$ cat src/rtl/wp_pkg.sv
package wp_pkg;

  // Class of an address seen by the guard
  typedef enum logic [1:0] {
    CLS_OPEN    = 2'd0,
    CLS_KEY     = 2'd1,
    CLS_GUARDED = 2'd2
  } addr_cls_e;

  // Classify an address against the key register and the protected window
  function automatic addr_cls_e classify(input logic [31:0] a,
                                         input logic [31:0] key,
                                         input logic [31:0] lo,
                                         input logic [31:0] hi);
    if (a == key)
      return CLS_KEY;
    else if (a >= lo && a <= hi)
      return CLS_GUARDED;
    else
      return CLS_OPEN;
  endfunction

  // True when a write to the key register carries the given byte
  function automatic logic key_byte_hit(input logic hit_key_wr,
                                        input logic [31:0] data,
                                        input logic [31:0] want);
    return hit_key_wr && (data == want);
  endfunction

endpackage

$ cat src/rtl/wp_addr_decode.sv
module wp_addr_decode
  import wp_pkg::*;
#(
  parameter int AW       = 7,
  parameter int KEY_ADDR = 'h10,
  parameter int WIN_LO   = 'h11,
  parameter int WIN_HI   = 'h27
) (
  input  logic [AW-1:0] addr,
  output addr_cls_e     cls
);
  always_comb begin
    cls = classify(32'(addr), 32'(KEY_ADDR), 32'(WIN_LO), 32'(WIN_HI));
  end
endmodule

$ cat src/rtl/wp_unlock_fsm.sv
module wp_unlock_fsm
  import wp_pkg::*;
#(
  parameter int DW       = 8,
  parameter int KEY_ARM  = 'hBA,
  parameter int KEY_OPEN = 'hBE
) (
  input  logic          clk,
  input  logic          rst_n,
  input  logic          acc_valid,
  input  logic          acc_write,
  input  addr_cls_e     acc_cls,
  input  logic [DW-1:0] acc_wdata,
  output logic          unlocked,
  output logic          armed
);
  logic unlocked_q, armed_q;
  logic hit_key_wr;
  logic take_arm, take_open, take_relock;

  always_comb begin
    hit_key_wr  = acc_valid && acc_write && (acc_cls == CLS_KEY);
    take_arm    = key_byte_hit(hit_key_wr, 32'(acc_wdata), 32'(KEY_ARM));
    take_open   = armed_q && key_byte_hit(hit_key_wr, 32'(acc_wdata), 32'(KEY_OPEN));
    // Any byte other than the arm byte that is not a completing open byte re-locks
    take_relock = hit_key_wr && !take_arm && !take_open;
  end

  always_ff @(posedge clk or negedge rst_n) begin
    if (!rst_n) begin
      unlocked_q <= 1'b0;
      armed_q    <= 1'b0;
    end else begin
      // Every valid access decides the stage afresh; idle cycles keep it
      if (acc_valid)
        armed_q <= take_arm;
      if (take_open)
        unlocked_q <= 1'b1;
      else if (take_relock)
        unlocked_q <= 1'b0;
    end
  end

  assign unlocked = unlocked_q;
  assign armed    = armed_q;
endmodule

$ cat src/rtl/wp_access_gate.sv
module wp_access_gate
  import wp_pkg::*;
#(
  parameter int AW = 7,
  parameter int DW = 8
) (
  input  logic          clk,
  input  logic          rst_n,
  input  logic          req_valid,
  input  logic          req_write,
  input  logic [AW-1:0] req_addr,
  input  logic [DW-1:0] req_wdata,
  input  addr_cls_e     cls,
  input  logic          unlocked,
  input  logic [DW-1:0] rf_rdata,
  output logic          reg_valid,
  output logic          reg_write,
  output logic [AW-1:0] reg_addr,
  output logic [DW-1:0] reg_wdata,
  output logic          rsp_valid,
  output logic [DW-1:0] rsp_rdata,
  output logic          wr_err
);
  logic blocked, rd_any, rd_key;
  logic rsp_q, key_q, err_q;
  logic [DW-1:0] stat_q;
  logic [DW-1:0] stat_now;

  always_comb begin
    blocked   = req_valid && req_write && (cls == CLS_GUARDED) && !unlocked;
    rd_any    = req_valid && !req_write;
    rd_key    = rd_any && (cls == CLS_KEY);
    stat_now  = {{(DW-1){1'b0}}, unlocked};
    reg_valid = req_valid && (cls != CLS_KEY) && !blocked;
    reg_write = req_write;
    reg_addr  = req_addr;
    reg_wdata = req_wdata;
  end

  always_ff @(posedge clk or negedge rst_n) begin
    if (!rst_n) begin
      rsp_q  <= 1'b0;
      key_q  <= 1'b0;
      err_q  <= 1'b0;
      stat_q <= '0;
    end else begin
      rsp_q  <= rd_any;
      key_q  <= rd_key;
      err_q  <= blocked;
      stat_q <= stat_now;
    end
  end

  assign rsp_valid = rsp_q;
  assign rsp_rdata = !rsp_q ? '0 : (key_q ? stat_q : rf_rdata);
  assign wr_err    = err_q;
endmodule

$ cat src/rtl/wp_guard.sv
module wp_guard
  import wp_pkg::*;
#(
  parameter int AW       = 7,
  parameter int DW       = 8,
  parameter int KEY_ADDR = 'h10,
  parameter int WIN_LO   = 'h11,
  parameter int WIN_HI   = 'h27,
  parameter int KEY_ARM  = 'hBA,
  parameter int KEY_OPEN = 'hBE
) (
  input  logic          clk,
  input  logic          rst_n,
  input  logic          req_valid,
  input  logic          req_write,
  input  logic [AW-1:0] req_addr,
  input  logic [DW-1:0] req_wdata,
  output logic          reg_valid,
  output logic          reg_write,
  output logic [AW-1:0] reg_addr,
  output logic [DW-1:0] reg_wdata,
  input  logic [DW-1:0] rf_rdata,
  output logic          rsp_valid,
  output logic [DW-1:0] rsp_rdata,
  output logic          wr_err
);
  addr_cls_e cls_w;
  logic      unlocked_w;
  logic      armed_w;

  wp_addr_decode #(
    .AW(AW), .KEY_ADDR(KEY_ADDR), .WIN_LO(WIN_LO), .WIN_HI(WIN_HI)
  ) u_dec (
    .addr (req_addr),
    .cls  (cls_w)
  );

  wp_unlock_fsm #(
    .DW(DW), .KEY_ARM(KEY_ARM), .KEY_OPEN(KEY_OPEN)
  ) u_fsm (
    .clk       (clk),
    .rst_n     (rst_n),
    .acc_valid (req_valid),
    .acc_write (req_write),
    .acc_cls   (cls_w),
    .acc_wdata (req_wdata),
    .unlocked  (unlocked_w),
    .armed     (armed_w)
  );

  wp_access_gate #(
    .AW(AW), .DW(DW)
  ) u_gate (
    .clk       (clk),
    .rst_n     (rst_n),
    .req_valid (req_valid),
    .req_write (req_write),
    .req_addr  (req_addr),
    .req_wdata (req_wdata),
    .cls       (cls_w),
    .unlocked  (unlocked_w),
    .rf_rdata  (rf_rdata),
    .reg_valid (reg_valid),
    .reg_write (reg_write),
    .reg_addr  (reg_addr),
    .reg_wdata (reg_wdata),
    .rsp_valid (rsp_valid),
    .rsp_rdata (rsp_rdata),
    .wr_err    (wr_err)
  );
endmodule

$ cat config.mk
export PLATFORM = sky130hd
export DESIGN_NAME = wp_guard
export DESIGN_NICKNAME = d
export VERILOG_FILES = /design/src/rtl/wp_pkg.sv /design/src/rtl/wp_addr_decode.sv /design/src/rtl/wp_unlock_fsm.sv /design/src/rtl/wp_access_gate.sv /design/src/rtl/wp_guard.sv
export SDC_FILE = /design/constraint.sdc
export NUM_CORES = 1
export LEC_CHECK = 0
export ABC_CLOCK_PERIOD_IN_PS = 2300
export BUFFER_PORTS_ARGS = -buffer_cell sky130_fd_sc_hd__buf_4
export CAP_MARGIN = 5
export CORE_MARGIN = 2
export CORE_UTILIZATION = 33
export CTS_BUF_LIST = sky130_fd_sc_hd__clkbuf_4 sky130_fd_sc_hd__clkbuf_8
export DETAILED_ROUTE_END_ITERATION = 10
export GPL_TIMING_DRIVEN = 0
export PLACE_DENSITY = 0.79
export SKIP_LAST_GASP = 1
export SYNTH_ARGS = -nofsm -noshare
export SYNTH_HDL_FRONTEND = slang
export SYNTH_SLANG_ARGS = --single-unit
$ cat constraint.sdc
create_clock -name clk -period 2.3 [get_ports clk]
set_input_delay 0.345 -clock clk [delete_from_list [all_inputs] [get_ports clk]]
set_output_delay 0.345 -clock clk [all_outputs]
set_load 0.02 [all_outputs]
==> out/metrics.yaml <==
total_negative_setup_slacks_ps: 0
placement.cell_area_sq_um: 883.3
dr_total_vias: 565
min_period_ps: 2147
run_status: "finished, final reports clean"
timing.fmax_ghz: 0.4657
buffer_ports.inserted: 53
root_buffer: "sky130_fd_sc_hd__clkbuf_4"
clock_tree_from_tritoncts: "done"
timing.slew.headroom_pct: 74.39
synth.ff_latch_count: 6
final_design_area_no_fill_sq_um: 915.9
fp.dieArea_sq_um: 1731
antenna_cells: 0
power_density_nw_per_um2: 375.1
critical_path_arrival_ps: 1800
hold_viol: 0
number_of_cts_inserted_buffers: 3
totalPowerFinal_mw: 0.3436
grt_first_pass_wirelength_microns: 2235
unrepaired_setup_endpoints_after_global_routing: "false"
maximum_fanout_along_the_worst_path: 5
grt_pass1_vias: 623
drt_first_pass_iters: 3
fin_nets: 139
irDropWorstVdd_mv: 0.1848
floorplan.rows: 13
layout.filler_cells: 118
endpoint_kind: "output port"
start_util_pct: 35.42
report.final.slew_viol_count: 0
drc_errors_left: 0
grtUsageTotal_pct: 16.29
seq_area_frac_synth_pct: 32.17
yosysUniqueCellTypes: 20
areaGrowthSynthToFinish_pct: 96.25
die_height_microns: 41.61
gr_overflow_total: 0
die-width_microns: 41.61
required_arrival_time_at_the_worst_endpoint_ps: 1960
cts_htree_levels: 1
viasPerCell: 4.520
setup_viol: 0
timing.setup.critical_path_class: "in -> out"
cp_launch_type: "input pin"
final_min_period_over_clock_period_pct: 93.36
detail-route-antenna-nets: 0
smallest_hold_slack_ps: 295.6
worst_pin_slew_ps: 380.6
core_area_sq_um: 1318
drtIter0Drc: 7
number_of_sinks_on_the_clock_net: 6
timing.clock.skew_ps: 6.326
yosys_warning_count: 0
hp-class: "in -> reg"
wl_per_cell_microns: 10.58
clkSlewWorstSetupHoldPaths_ps: 50
gp_congestion: 0.8023
synth_area_per_cell_sq_um: 8.806
max_cap_violations: 0
routed_wirelength_microns: 1323
post_route_cells_drive_above_1_share_pct: 67.27
grt_antenna_before_repair: 0
syn-cell-area_sq_um: 466.7
ioPinCount: 54
worst_skew_pair.late_latency_ps: 240
cellLeakagePower_nw: 0.5045
post-cts-setup-buffer-count: 0
syn-num-nets: 80
post_cts.resized_instances: 0
pin_count_of_the_biggest_net_entering_global_routing: 8
maximum_count_of_clock_buffers_along_a_single_path: 2
syn-instance-count: 53
dp_hpwl_microns: 1158
## per-layer routing
metal	up-vias	track usage, %	routed length [microns]
met1	241	14.05	421
li1	279	-	-
met5	-	0	0
met2	43	32.81	713
met3	2	3.478	171
met4	0	9.677	17
## power by group
| part | switching (mW) | internal [mW] | total, mW | leakage [nW] |
|---|---|---|---|---|
| Clock | 0.0350 | 0.0588 | 0.0938 | 0.0138 |
| Combinational | 0.0614 | 0.0803 | 0.142 | 0.408 |
| Sequential | 0.000814 | 0.107 | 0.108 | 0.0826 |
| Total | 0.0972 | 0.246 | 0.344 | 0.505 |
## final cells by class
type	count	area [sq um]	share of cell area [%]
buffer	16	120.1	13.11
clock buffer	3	22.52	2.459
inverter	2	7.507	0.8197
multi-input combinational	29	188.9	20.63
sequential	6	150.1	16.39
tap	15	18.77	2.049
timing repair buffer	54	407.9	44.54
## cell usage in the layout (no fill, tap or decap), drive strengths merged
| master | count |
|---|---|
| buf | 69 |
| and2 | 7 |
| dfrtp | 6 |
| nand2 | 3 |
| nor2 | 3 |
| clkbuf | 3 |
| nor2b | 2 |
| inv | 2 |
| nor4 | 2 |
| or4 | 2 |
| mux2i | 1 |
| nor3b | 1 |
| a31oi | 1 |
| or4b | 1 |
| nor3 | 1 |
| nand4b | 1 |
| nand4 | 1 |
| o31ai | 1 |
| o21ai | 1 |
| a22o | 1 |
| dlygate4sd3 | 1 |
## worst max-delay path, stage by stage
cell and delay (ps):
sky130_fd_sc_hd__buf_4 110, sky130_fd_sc_hd__or4_4 520, sky130_fd_sc_hd__or4b_4 530, sky130_fd_sc_hd__nand2_1 90
sky130_fd_sc_hd__nor2_1 40, sky130_fd_sc_hd__buf_4 170
## per-stage QoR
step	utilization [%]	cells	setup slack, ps
final	69.52	125	152.7
after global routing	69.52	125	112.3
after CTS	69.52	125	144.2
after detailed placement	67.05	121	40.67
after global placement	67.05	121	51.60
after floorplan	-	53	229.9
## flip-flops by register name (all words and copies together) (netlist names)
signal,flops
u_fsm.armed,1
u_fsm.unlocked,1
u_gate.key_q,1
u_gate.rsp_valid,1
u_gate.stat_q,1
u_gate.wr_err,1
## logic make-up after synthesis
logic type      share of synthesized area (%)
buf+inv                                 27.35
simple gates                            32.44
compound gates                          5.899
mux                                     2.145
flops                                   32.17
## cell usage after synthesis (all sizes together)
library cell  instances  area [sq um]
nor3                  1         5.000
nand4                 1         6.260
or4b                  1         13.76
nor2b                 2         12.51
a22o                  1         8.760
inv                   2         7.510
and2                  7         43.79
dfrtp                 6         150.1
mux2i                 1         10.01
nor4                  2         12.51
o21ai                 1         5.000
nand4b                1         8.760
a31oi                 1         6.260
o31ai                 1         7.510
or4                   2         18.77
nand2                 3         11.26
nor3b                 1         7.510
buf                  16         120.1
nor2                  3         11.26
## timing repair
action / 4_1_cts / 5_1_grt
hold buffers: 1 / 0
setup endpoints to repair: 0 / 0
endpoints found under the hold margin: 6 / 0
## worst paths after layout
| check | from | endpoint | slack, ps | cells past startpoint |
|---|---|---|---|---|
| min in group asynchronous | rst_n | u_fsm.armed | 440 | 2 |
| max in group asynchronous | rst_n | u_gate.rsp_valid | 1740 | 2 |
| setup reg to reg | u_fsm.unlocked | u_gate.wr_err | 1420 | 1 |
| setup / recovery | req_addr[1] | reg_valid | 150 | 6 |
| hold reg to reg | u_fsm.unlocked | u_gate.stat_q[0] | 420 | 0 |
| hold / removal | req_write | u_gate.key_q | 300 | 2 |
Note: power is estimated with default switching activity, not from simulation.
